==> src/rtl/rbm_pkg.sv <==
package rbm_pkg;
   // The CPU map is split by its two top address bits.
   localparam int REGION_BITS = 2;
   localparam int NUM_REGIONS = 1 << REGION_BITS;
   // The highest region is never served by the ROM.
   localparam int UNMAPPED_REGION = NUM_REGIONS - 1;

   typedef logic [REGION_BITS-1:0] region_t;

   function automatic region_t to_region(input logic a15, input logic a14);
      return {a15, a14};
   endfunction
endpackage

==> src/rtl/rbm_region_decode.sv <==
module rbm_region_decode
   import rbm_pkg::*;
#(
   parameter int WIN_REGION = 2
) (
   input  logic    cpu_a15,
   input  logic    cpu_a14,
   input  logic    cpu_ce_n,
   input  logic    cpu_wr_n,
   output region_t region,
   output logic    load_en,
   output logic    rom_ce_n
);
   localparam region_t WIN_CODE  = region_t'(WIN_REGION);
   localparam region_t HOLE_CODE = region_t'(UNMAPPED_REGION);

   logic in_window;

   always_comb begin
      region    = to_region(cpu_a15, cpu_a14);
      in_window = (region == WIN_CODE);
      // Any write into the window selects a bank; low address bits are ignored.
      load_en   = !cpu_ce_n && !cpu_wr_n && in_window;
      rom_ce_n  = cpu_ce_n || (region == HOLE_CODE);
   end
endmodule

==> src/rtl/rbm_bank_reg.sv <==
module rbm_bank_reg #(
   parameter int BANK_W     = 4,
   parameter int RESET_BANK = 2
) (
   input  logic              clk,
   input  logic              rst,
   input  logic              load_en,
   input  logic [BANK_W-1:0] d,
   output logic [BANK_W-1:0] q
);
   localparam logic [BANK_W-1:0] RST_VAL = BANK_W'(RESET_BANK);

   always_ff @(posedge clk) begin
      if (rst)          q <= RST_VAL;
      else if (load_en) q <= d;
   end
endmodule

==> src/rtl/rbm_addr_mux.sv <==
module rbm_addr_mux
   import rbm_pkg::*;
#(
   parameter int BANK_W     = 4,
   parameter int WIN_REGION = 2
) (
   input  region_t           region,
   input  logic [BANK_W-1:0] bank_q,
   output logic [BANK_W-1:0] rom_a
);
   logic [BANK_W-1:0] region_bank [NUM_REGIONS];

   // Each region maps to its own bank number, except the window.
   for (genvar r = 0; r < NUM_REGIONS; r++) begin : g_region
      if (r == WIN_REGION) begin : g_win
         assign region_bank[r] = bank_q;
      end else begin : g_fixed
         assign region_bank[r] = BANK_W'(r);
      end
   end

   assign rom_a = region_bank[region];
endmodule

==> src/rtl/rbm_mapper.sv <==
module rbm_mapper
   import rbm_pkg::*;
#(
   parameter int BANK_W     = 4,
   parameter int RESET_BANK = 2,
   parameter int WIN_REGION = 2
) (
   input  logic              clk,
   input  logic              rst,
   input  logic              cpu_a15,
   input  logic              cpu_a14,
   input  logic              cpu_ce_n,
   input  logic              cpu_wr_n,
   input  logic [BANK_W-1:0] cpu_d,
   output logic [BANK_W-1:0] rom_a,
   output logic              rom_ce_n
);
   localparam int NUM_BANKS = 1 << BANK_W;

   if (BANK_W < REGION_BITS || BANK_W > 8) begin : g_bad_width
      $fatal(1, "BANK_W must lie between REGION_BITS and 8");
   end
   if (RESET_BANK < 0 || RESET_BANK >= NUM_BANKS) begin : g_bad_reset
      $fatal(1, "RESET_BANK outside the bank range");
   end
   if (WIN_REGION < 0 || WIN_REGION >= UNMAPPED_REGION) begin : g_bad_window
      $fatal(1, "WIN_REGION must be a ROM-backed region");
   end

   region_t           region;
   logic              load_en;
   logic [BANK_W-1:0] bank_q;

   rbm_region_decode #(.WIN_REGION(WIN_REGION)) u_dec (
      .cpu_a15 (cpu_a15),
      .cpu_a14 (cpu_a14),
      .cpu_ce_n(cpu_ce_n),
      .cpu_wr_n(cpu_wr_n),
      .region  (region),
      .load_en (load_en),
      .rom_ce_n(rom_ce_n)
   );

   rbm_bank_reg #(.BANK_W(BANK_W), .RESET_BANK(RESET_BANK)) u_bank (
      .clk    (clk),
      .rst    (rst),
      .load_en(load_en),
      .d      (cpu_d),
      .q      (bank_q)
   );

   rbm_addr_mux #(.BANK_W(BANK_W), .WIN_REGION(WIN_REGION)) u_mux (
      .region(region),
      .bank_q(bank_q),
      .rom_a (rom_a)
   );
endmodule

==> config.mk <==
export PLATFORM = sky130hd
export DESIGN_NAME = rbm_mapper
export DESIGN_NICKNAME = d
export VERILOG_FILES = /design/src/rtl/rbm_pkg.sv /design/src/rtl/rbm_region_decode.sv /design/src/rtl/rbm_bank_reg.sv /design/src/rtl/rbm_addr_mux.sv /design/src/rtl/rbm_mapper.sv
export SDC_FILE = /design/constraint.sdc
export NUM_CORES = 1
export LEC_CHECK = 0
export BUFFER_PORTS_ARGS = -buffer_cell sky130_fd_sc_hd__buf_2
export CAP_MARGIN = 20
export CORE_AREA = 3 3 40 42
export DETAILED_ROUTE_END_ITERATION = 6
export DIE_AREA = 0 0 43 45
export MAX_ROUTING_LAYER = met4
export PLACE_DENSITY_LB_ADDON = 0.25
export SLEW_MARGIN = 10
export SYNTH_ARGS = -nofsm -noshare
export SYNTH_HDL_FRONTEND = slang
export SYNTH_SLANG_ARGS = --single-unit
==> constraint.sdc <==
create_clock -name clk -period 1.2 [get_ports clk]
set_clock_uncertainty 0.05 [all_clocks]
set_input_delay 0.06 -clock clk [delete_from_list [all_inputs] [get_ports clk]]
set_output_delay 0.06 -clock clk [all_outputs]
set_load 0.02 [all_outputs]
Word-level counts from Yosys, hierarchy flattened:

Cells that the tools add are included.

* bits in registers: 4
* output and inout port bits: 5
* logic and storage cells: 13

* magnitude comparators: 1
* equality and inequality tests: 2
* mux-type cells: 3
* bitwise logic cells: 1
* reduce and logical (&&, ||, !) cells: 5

Operator list (number)
* 4-bit binary-select mux with 2-bit select: 1
* 4-bit two-way mux: 2
* 2-bit equality test (second input constant): 2
* 3-bit greater-or-equal comparator (second input constant): 1
* 2-bit NOT with 3-bit output: 1
* 1-bit logical AND: 2
* 1-bit logical NOT: 2
* 1-bit logical OR: 1

Depth between registers and ports, before layout:

Gate-level depths: netlist of run 1.

* depth after elaboration: 4
* mapped depth: 2
* depth with buffers taken out: 2

Hierarchy:

From an unflattened synthesis of run 1, not the netlist that was laid out.

* cell total of the unflattened synthesis: 21
* area, all modules: 215.2 um^2

By module, submodules not included
* rbm_bank_reg: times used 1, cells an instance 13, area an instance 143.9 um^2
* rbm_region_decode: times used 1, cells an instance 4, area an instance 37.5 um^2
* rbm_addr_mux: times used 1, cells an instance 4, area an instance 33.8 um^2

Worst setup path before layout of run 1:

OpenSTA, ideal clock, no wires.

* kind: input to register
* from: in cpu_a14
* to: reg u_bank.q[0]
* library setup time: 0.072 ns
* data arrival time: 0.652 ns
* path slack: 0.427 ns
* stages on the path: 2
* cells stage by stage: nor4b_4 > mux2i_1

* word-level cells in the longest chain between the ends: 2

RTL lines
* start, declared: line rbm_mapper.sv:11 `input logic cpu_a14,`
* 2-bit equality test: line rbm_region_decode.sv:21 `in_window = (region == WIN_CODE);`
* 1-bit logical AND: line rbm_region_decode.sv:23 `load_en = !cpu_ce_n && !cpu_wr_n && in_window;`
* end signal, assigned: line rbm_bank_reg.sv:14 `if (rst) q <= RST_VAL;`
* end signal, assigned: line rbm_bank_reg.sv:15 `else if (load_en) q <= d;`
* end, declared: line rbm_bank_reg.sv:9 `output logic [BANK_W-1:0] q`

Every way passes these cells.
A chain may end at the register's enable or synchronous reset.

Worst setup path in the final report of run 1:

* from: reg u_bank.q[2]
* to: out rom_a[2]

* word-level cells in the longest chain between the ends: 3

RTL lines
* 4-bit binary-select mux with 2-bit select: line rbm_addr_mux.sv:22 `assign rom_a = region_bank[region];`
* 4-bit two-way mux (not written as such) (2 in a row): line rbm_addr_mux.sv:22
* end, declared: line rbm_mapper.sv:15 `output logic [BANK_W-1:0] rom_a,`

Every way passes these cells. The select of a mux whose other input is x is not followed.

==> results of run 1 <==
## logic make-up (layout without fill, tap and decap cells)
group | Yosys count | count (layout) | synth area share (%)
buf+inv | 0 | 17 | 0
flops | 4 | 4 | 34.2
compound gates | 3 | 3 | 10.7
mux | 4 | 4 | 17.1
simple gates | 11 | 11 | 38.0
## power by group
group	internal, mW	switching [mW]
logic	0.0297	0.0291
registers	0.137	0.00159
clock network	0.112	0.0558
## final cells by class
cell class	count	area, um^2
fill	147	940
multi-input combinational	18	154
sequential	4	80.1
timing repair buffer	14	70.1
clock buffer	3	22.5
tap	15	18.8
## stage by stage
step | hold WS (ns) | total power [mW] | worst slack, ns | util (%) | std cells
after global routing | 0.0321 | 0.398 | 0.141 | 26.9 | 54
after CTS | 0.0322 | 0.375 | 0.189 | 26.9 | 54
final | 0.0319 | 0.365 | 0.199 | 26.9 | 54
after global placement | 0.285 | 0.200 | 0.196 | 25.1 | 51
after detailed placement | 0.284 | 0.200 | 0.199 | 25.1 | 51
after floorplan | 0.165 | 0.169 | 0.427 | - | 22
## cell usage in the layout, fill, tap and decap left out, drive strengths merged
cell,count
a21o,2
and3b,2
buf,14
clkbuf,3
dfxtp,4
mux2i,4
nand2b,6
nor2,2
nor4b,1
o21a,1
## final timing paths
check	start	cells past startpoint	end
worst max register to register	u_bank.q[1]	2	u_bank.q[1]
worst max-delay path	u_bank.q[2]	2	rom_a[2]
worst min-delay path	cpu_d[2]	3	u_bank.q[2]
worst min register to register	u_bank.q[2]	2	u_bank.q[2]
## worst max-delay path: cells and delay by family (launching register included)
kind,cells,cell delay [ns]
DFF,1,0.30
and+or+nand+nor,1,0.20
buffers and inverters,1,0.15
## routing by layer
metal	vias up	global-route usage (%)
met5	-	-
met4	0	3.61
met3	2	5.98
met2	14	8.08
met1	88	7.47
li1	114	-
==> impl_metrics.env, run 1 <==
export IMPL_power_density_mw_per_mm2=1060
export IMPL_path_clk_slew_ns=0.04
export IMPL_cts_repair_resized=0
export IMPL_crit_chain="and3b_2 > buf_2"
export IMPL_place_area_um2=323
export IMPL_grt_pass1_wl_um=855
export IMPL_max_cap_violations=0
export IMPL_antenna_found_initial=0
export IMPL_synth_distinct_cells=8
export IMPL_nets=51
export IMPL_grt_overflow=0
export IMPL_hold_path_class="primary input to flop"
export IMPL_tightest_slew_ns=0.389
export IMPL_cp_data_arrival_time_ns=0.89
export IMPL_cts_tree="yes"
export IMPL_largest_register="u_bank.q"
export IMPL_ys_warn_count=0
export IMPL_area_growth_syn_to_layout_pct=47.6
export IMPL_setup_viol=0
export IMPL_wl_met2_um=175
export IMPL_diodes=0
export IMPL_synthFlopType="dfxtp_1"
export IMPL_port_buffers=14
export IMPL_fin_crit_sh_pct=83.4
export IMPL_start_kind="flop"
export IMPL_clk_path_buf_depth=2
export IMPL_ys_top_cells_by_area="dfxtp_1, mux2i_1, nand2b_1"
export IMPL_crit_required_ns=1.09
export IMPL_ys_ff_latch=4
export IMPL_core_area_mm2=0.00128
export IMPL_start_util_pct=18.2
export IMPL_crit_path_max_fanout=2
export IMPL_dpl_hpwl_um=408
export IMPL_clk_insertion_delay_late_ns=0.23
export IMPL_h_tree_depth=1
export IMPL_synth_area_um2=234
export IMPL_synth_top_area_cell="dfxtp_1"
export IMPL_postCtsHoldBufs=0
export IMPL_top_layer="met4"
export IMPL_post_cts_buffers=0
export IMPL_period_minus_slack_ns=1.00
export IMPL_critPathMaxStageDelay_ns=0.30
export IMPL_num_rows=13
export IMPL_numCtsBuffers=3
export IMPL_crit_path_end_kind="output port"
export IMPL_cts_root_buf="clkbuf_4"
export IMPL_ys_seq_area_share_pct=34.2
export IMPL_largest_reg_flops=4
export IMPL_top_regs="u_bank.q (4)"
export IMPL_max_freq_ghz=0.999
export IMPL_slew_viol_final=0
export IMPL_syn_area_per_cell_um2=10.6
export IMPL_first_global_vias=200
export IMPL_track_usage_pct=6.78
export IMPL_dr_pass1_iters=2
export IMPL_synth_edf_count=0
export IMPL_layout_drive_gt1_share_pct=56.4
export IMPL_mappedNetlistNets=32
export IMPL_die_h_um=45
export IMPL_routabilityCongestion=0.608
export IMPL_synthTopCellsByCount="nand2b_1, dfxtp_1, mux2i_1"
export IMPL_outcome="complete, no violations"
export IMPL_vias=218
export IMPL_fp_dieW_um=43
export IMPL_synthCells=22
export IMPL_post_drt_wl_per_cell_um=9.13
export IMPL_wl_met3_um=82
export IMPL_slew_headroom_pct=74.0
export IMPL_die_area_mm2=0.00194
export IMPL_r2r_setup_slack_ns=0.55
export IMPL_yosysMostFrequentCell="nand2b_1"
export IMPL_vias_per_cell=4.04
export IMPL_hold_violations=0
export IMPL_drtAntennaViolNets=0
export IMPL_cellLeakagePower_nw=0.162
export IMPL_async_flop_share_pct=0
export IMPL_synth_top_area_share_pct=34.2
export IMPL_tns_ns=0
export IMPL_grt_max_degree=9
export IMPL_ios=15
export IMPL_rsz0062_at_grt="false"
export IMPL_drc_errors=0
export IMPL_routed_wl_um=493
export IMPL_vdd_drop_max_uv=565
export IMPL_cp_slowest_cell="dfxtp_1"
export IMPL_clock_sinks=4
export IMPL_drtIter0Drc=2
export IMPL_worstSetupPathType="flop to output port"
export IMPL_routedLengthMet1_um=226
export IMPL_fin_area_um2=345
Power figures use the tool's default switching activity.
==> inputs of run 2 (changes only) <==
==> constraint.sdc (replaced) <==
create_clock -name clk -period 0.8 [get_ports clk]
set_clock_uncertainty 0.05 [all_clocks]
set_input_delay 0.04 -clock clk [delete_from_list [all_inputs] [get_ports clk]]
set_output_delay 0.04 -clock clk [all_outputs]
set_load 0.02 [all_outputs]
==> run 2 against run 1 <==
The run now ends with setup timing left. Design area grew 15%. Register-to-register slack lost 0.38 ns. First-iteration DRC count shrank 50%. Sequential power grew 51%. Die area is the same. Count of clock-buffer cells in the layout is the same. Non-clock buffer count grew 3. Sequential share of layout area shrank 1.8 points. Final cell count grew 5.6%. Largest cell class unchanged. Highest routed layer is now met3.
==> impl_metrics.env, run 2 (synthesis results as in run 1) <==
export IMPL_vias_per_cell=3.93
export IMPL_power_density_mw_per_mm2=1430
export IMPL_worstSetupPathType="flop to output port"
export IMPL_die_h_um=45
export IMPL_port_buffers=14
export IMPL_r2r_cells=2
export IMPL_max_freq_ghz=1.06
export IMPL_fin_crit_sh_pct=118
export IMPL_h_tree_depth=1
export IMPL_cp_data_arrival_time_ns=0.86
export IMPL_critPathMaxStageDelay_ns=0.31
export IMPL_outcome="finished with violations"
export IMPL_cp_slowest_cell="dfxtp_2"
export IMPL_crit_required_ns=0.71
export IMPL_largest_register="u_bank.q"
export IMPL_clk_path_buf_depth=2
export IMPL_slew_viol_final=0
export IMPL_grt_max_degree=9
export IMPL_setup_viol=4
export IMPL_timing_rr_start="u_bank.q[1]"
export IMPL_crit_path_max_fanout=2
export IMPL_crit_chain="and3b_2 > buf_6"
export IMPL_rsz0062_at_grt="true"
export IMPL_fp_dieW_um=43
export IMPL_multi_input_area_um2=154
export IMPL_ios=15
export IMPL_post_drt_wl_per_cell_um=10.1
export IMPL_routed_wl_um=578
export IMPL_critPathLaunch="u_bank.q[3]"
export IMPL_largest_reg_flops=4
export IMPL_cts_root_buf="clkbuf_4"
export IMPL_final_common_cell="buf_2"
export IMPL_most_common_layout_cells="buf_2, nand2b_1, mux2i_1, buf_6, dfxtp_2"
export IMPL_drtAntennaViolNets=0
export IMPL_dr_pass1_iters=2
export IMPL_r2r_setup_slack_ns=0.17
export IMPL_cellLeakagePower_nw=0.183
export IMPL_cts_tree="yes"
export IMPL_hold_path_startpoint="cpu_d[0]"
export IMPL_path_clk_slew_ns=0.04
export IMPL_first_global_vias=240
export IMPL_start_kind="flop"
export IMPL_finalWorstSetupSlack_ns=-0.147
export IMPL_start_util_pct=18.2
export IMPL_drc_errors=0
export IMPL_tightest_slew_ns=0.179
export IMPL_max_cap_violations=0
export IMPL_violations="setup timing"
export IMPL_post_cts_buffers=0
export IMPL_numCtsBuffers=3
export IMPL_crit_path_end_kind="output port"
export IMPL_register_area_um2=85.1
export IMPL_period_minus_slack_ns=0.947
export IMPL_hold_path_class="primary input to flop"
export IMPL_cp_num_buf_inv=1
export IMPL_cp_depth=2
export IMPL_antenna_found_initial=0
export IMPL_hold_violations=0
export IMPL_place_ws_ns=-0.103
export IMPL_slew_headroom_pct=88.0
export IMPL_drtIter0Drc=1
export IMPL_whs_ns=0.00847
export IMPL_grt_overflow=0
export IMPL_layout_drive_gt1_share_pct=69.0
export IMPL_grt_pass1_wl_um=972
export IMPL_track_usage_pct=7.56
export IMPL_routabilityCongestion=0.608
export IMPL_vdd_drop_max_uv=470
export IMPL_area_growth_syn_to_layout_pct=70.1
export IMPL_clock_sinks=4
export IMPL_tns_ns=-0.568
export IMPL_timing_rr_end="u_bank.q[1]"
export IMPL_num_rows=13
export IMPL_clk_insertion_delay_late_ns=0.23
export IMPL_core_area_mm2=0.00128
export IMPL_critPathTopFamily="flip-flops"
export IMPL_postCtsHoldBufs=0
export IMPL_top_regs="u_bank.q (4)"
export IMPL_vias=224
export IMPL_nets=54
export IMPL_n_fill_cell=126
export IMPL_die_area_mm2=0.00194
export IMPL_diodes=0
export IMPL_endpoint="rom_a[3]"
run 2: layer usage:
layer	track usage, %	vias to the layer above	part of all wire [%]
met5	-	-	0
met4	9.04	0	0
met3	2.39	0	9.2
met2	10.5	11	45
met1	7.75	94	46
li1	-	119	-
run 2: tightest hold or removal path: cells and delay by family:
family / cells / cell delay (ns)
buffers and inverters: 1 / 0.09
muxes: 1 / 0.06
and+or+nand+nor: 1 / 0.05
run 2: cell type report:
| type | instances | area share (%) |
|---|---|---|
| Multi-Input combinational cell | 18 | 38.7 |
| Tap cell | 15 | 4.72 |
| Clock buffer | 3 | 5.66 |
| Timing Repair Buffer | 17 | 29.6 |
| Sequential cell | 4 | 21.4 |
run 2: how the worst min path moves through the flow:
stage / endpoint / cells past startpoint
2_1_floorplan: u_bank.q[0] / 2
3_3_place_gp: u_bank.q[1] / 3
3_5_place_dp: u_bank.q[0] / 3
4_1_cts: u_bank.q[0] / 3
5_1_grt: u_bank.q[0] / 3
6_report: u_bank.q[0] / 3
run 2: repair_timing:
action                     in CTS  in global routing
resized for setup               9                  3
setup endpoints to repair       4                  4
pin swaps                       3                  0
run 2: stage by stage:
| step | total power, mW | util [%] | instance area (um^2) | instances |
|---|---|---|---|---|
| final | 0.567 | 31.0 | 398 | 57 |
| after global routing | 0.602 | 31.0 | 398 | 57 |
| after CTS | 0.583 | 30.7 | 394 | 57 |
| after detailed placement | 0.310 | 26.9 | 345 | 54 |
| after global placement | 0.310 | 26.9 | 345 | 54 |
| after floorplan | 0.253 | - | 234 | 22 |
run 2: power by group:
group	internal, mW	switching (mW)	total (mW)	leakage (nW)
Clock	0.168	0.0827	0.251	0.0138
Combinational	0.0600	0.0485	0.109	0.136
Sequential	0.206	0.00218	0.208	0.0334
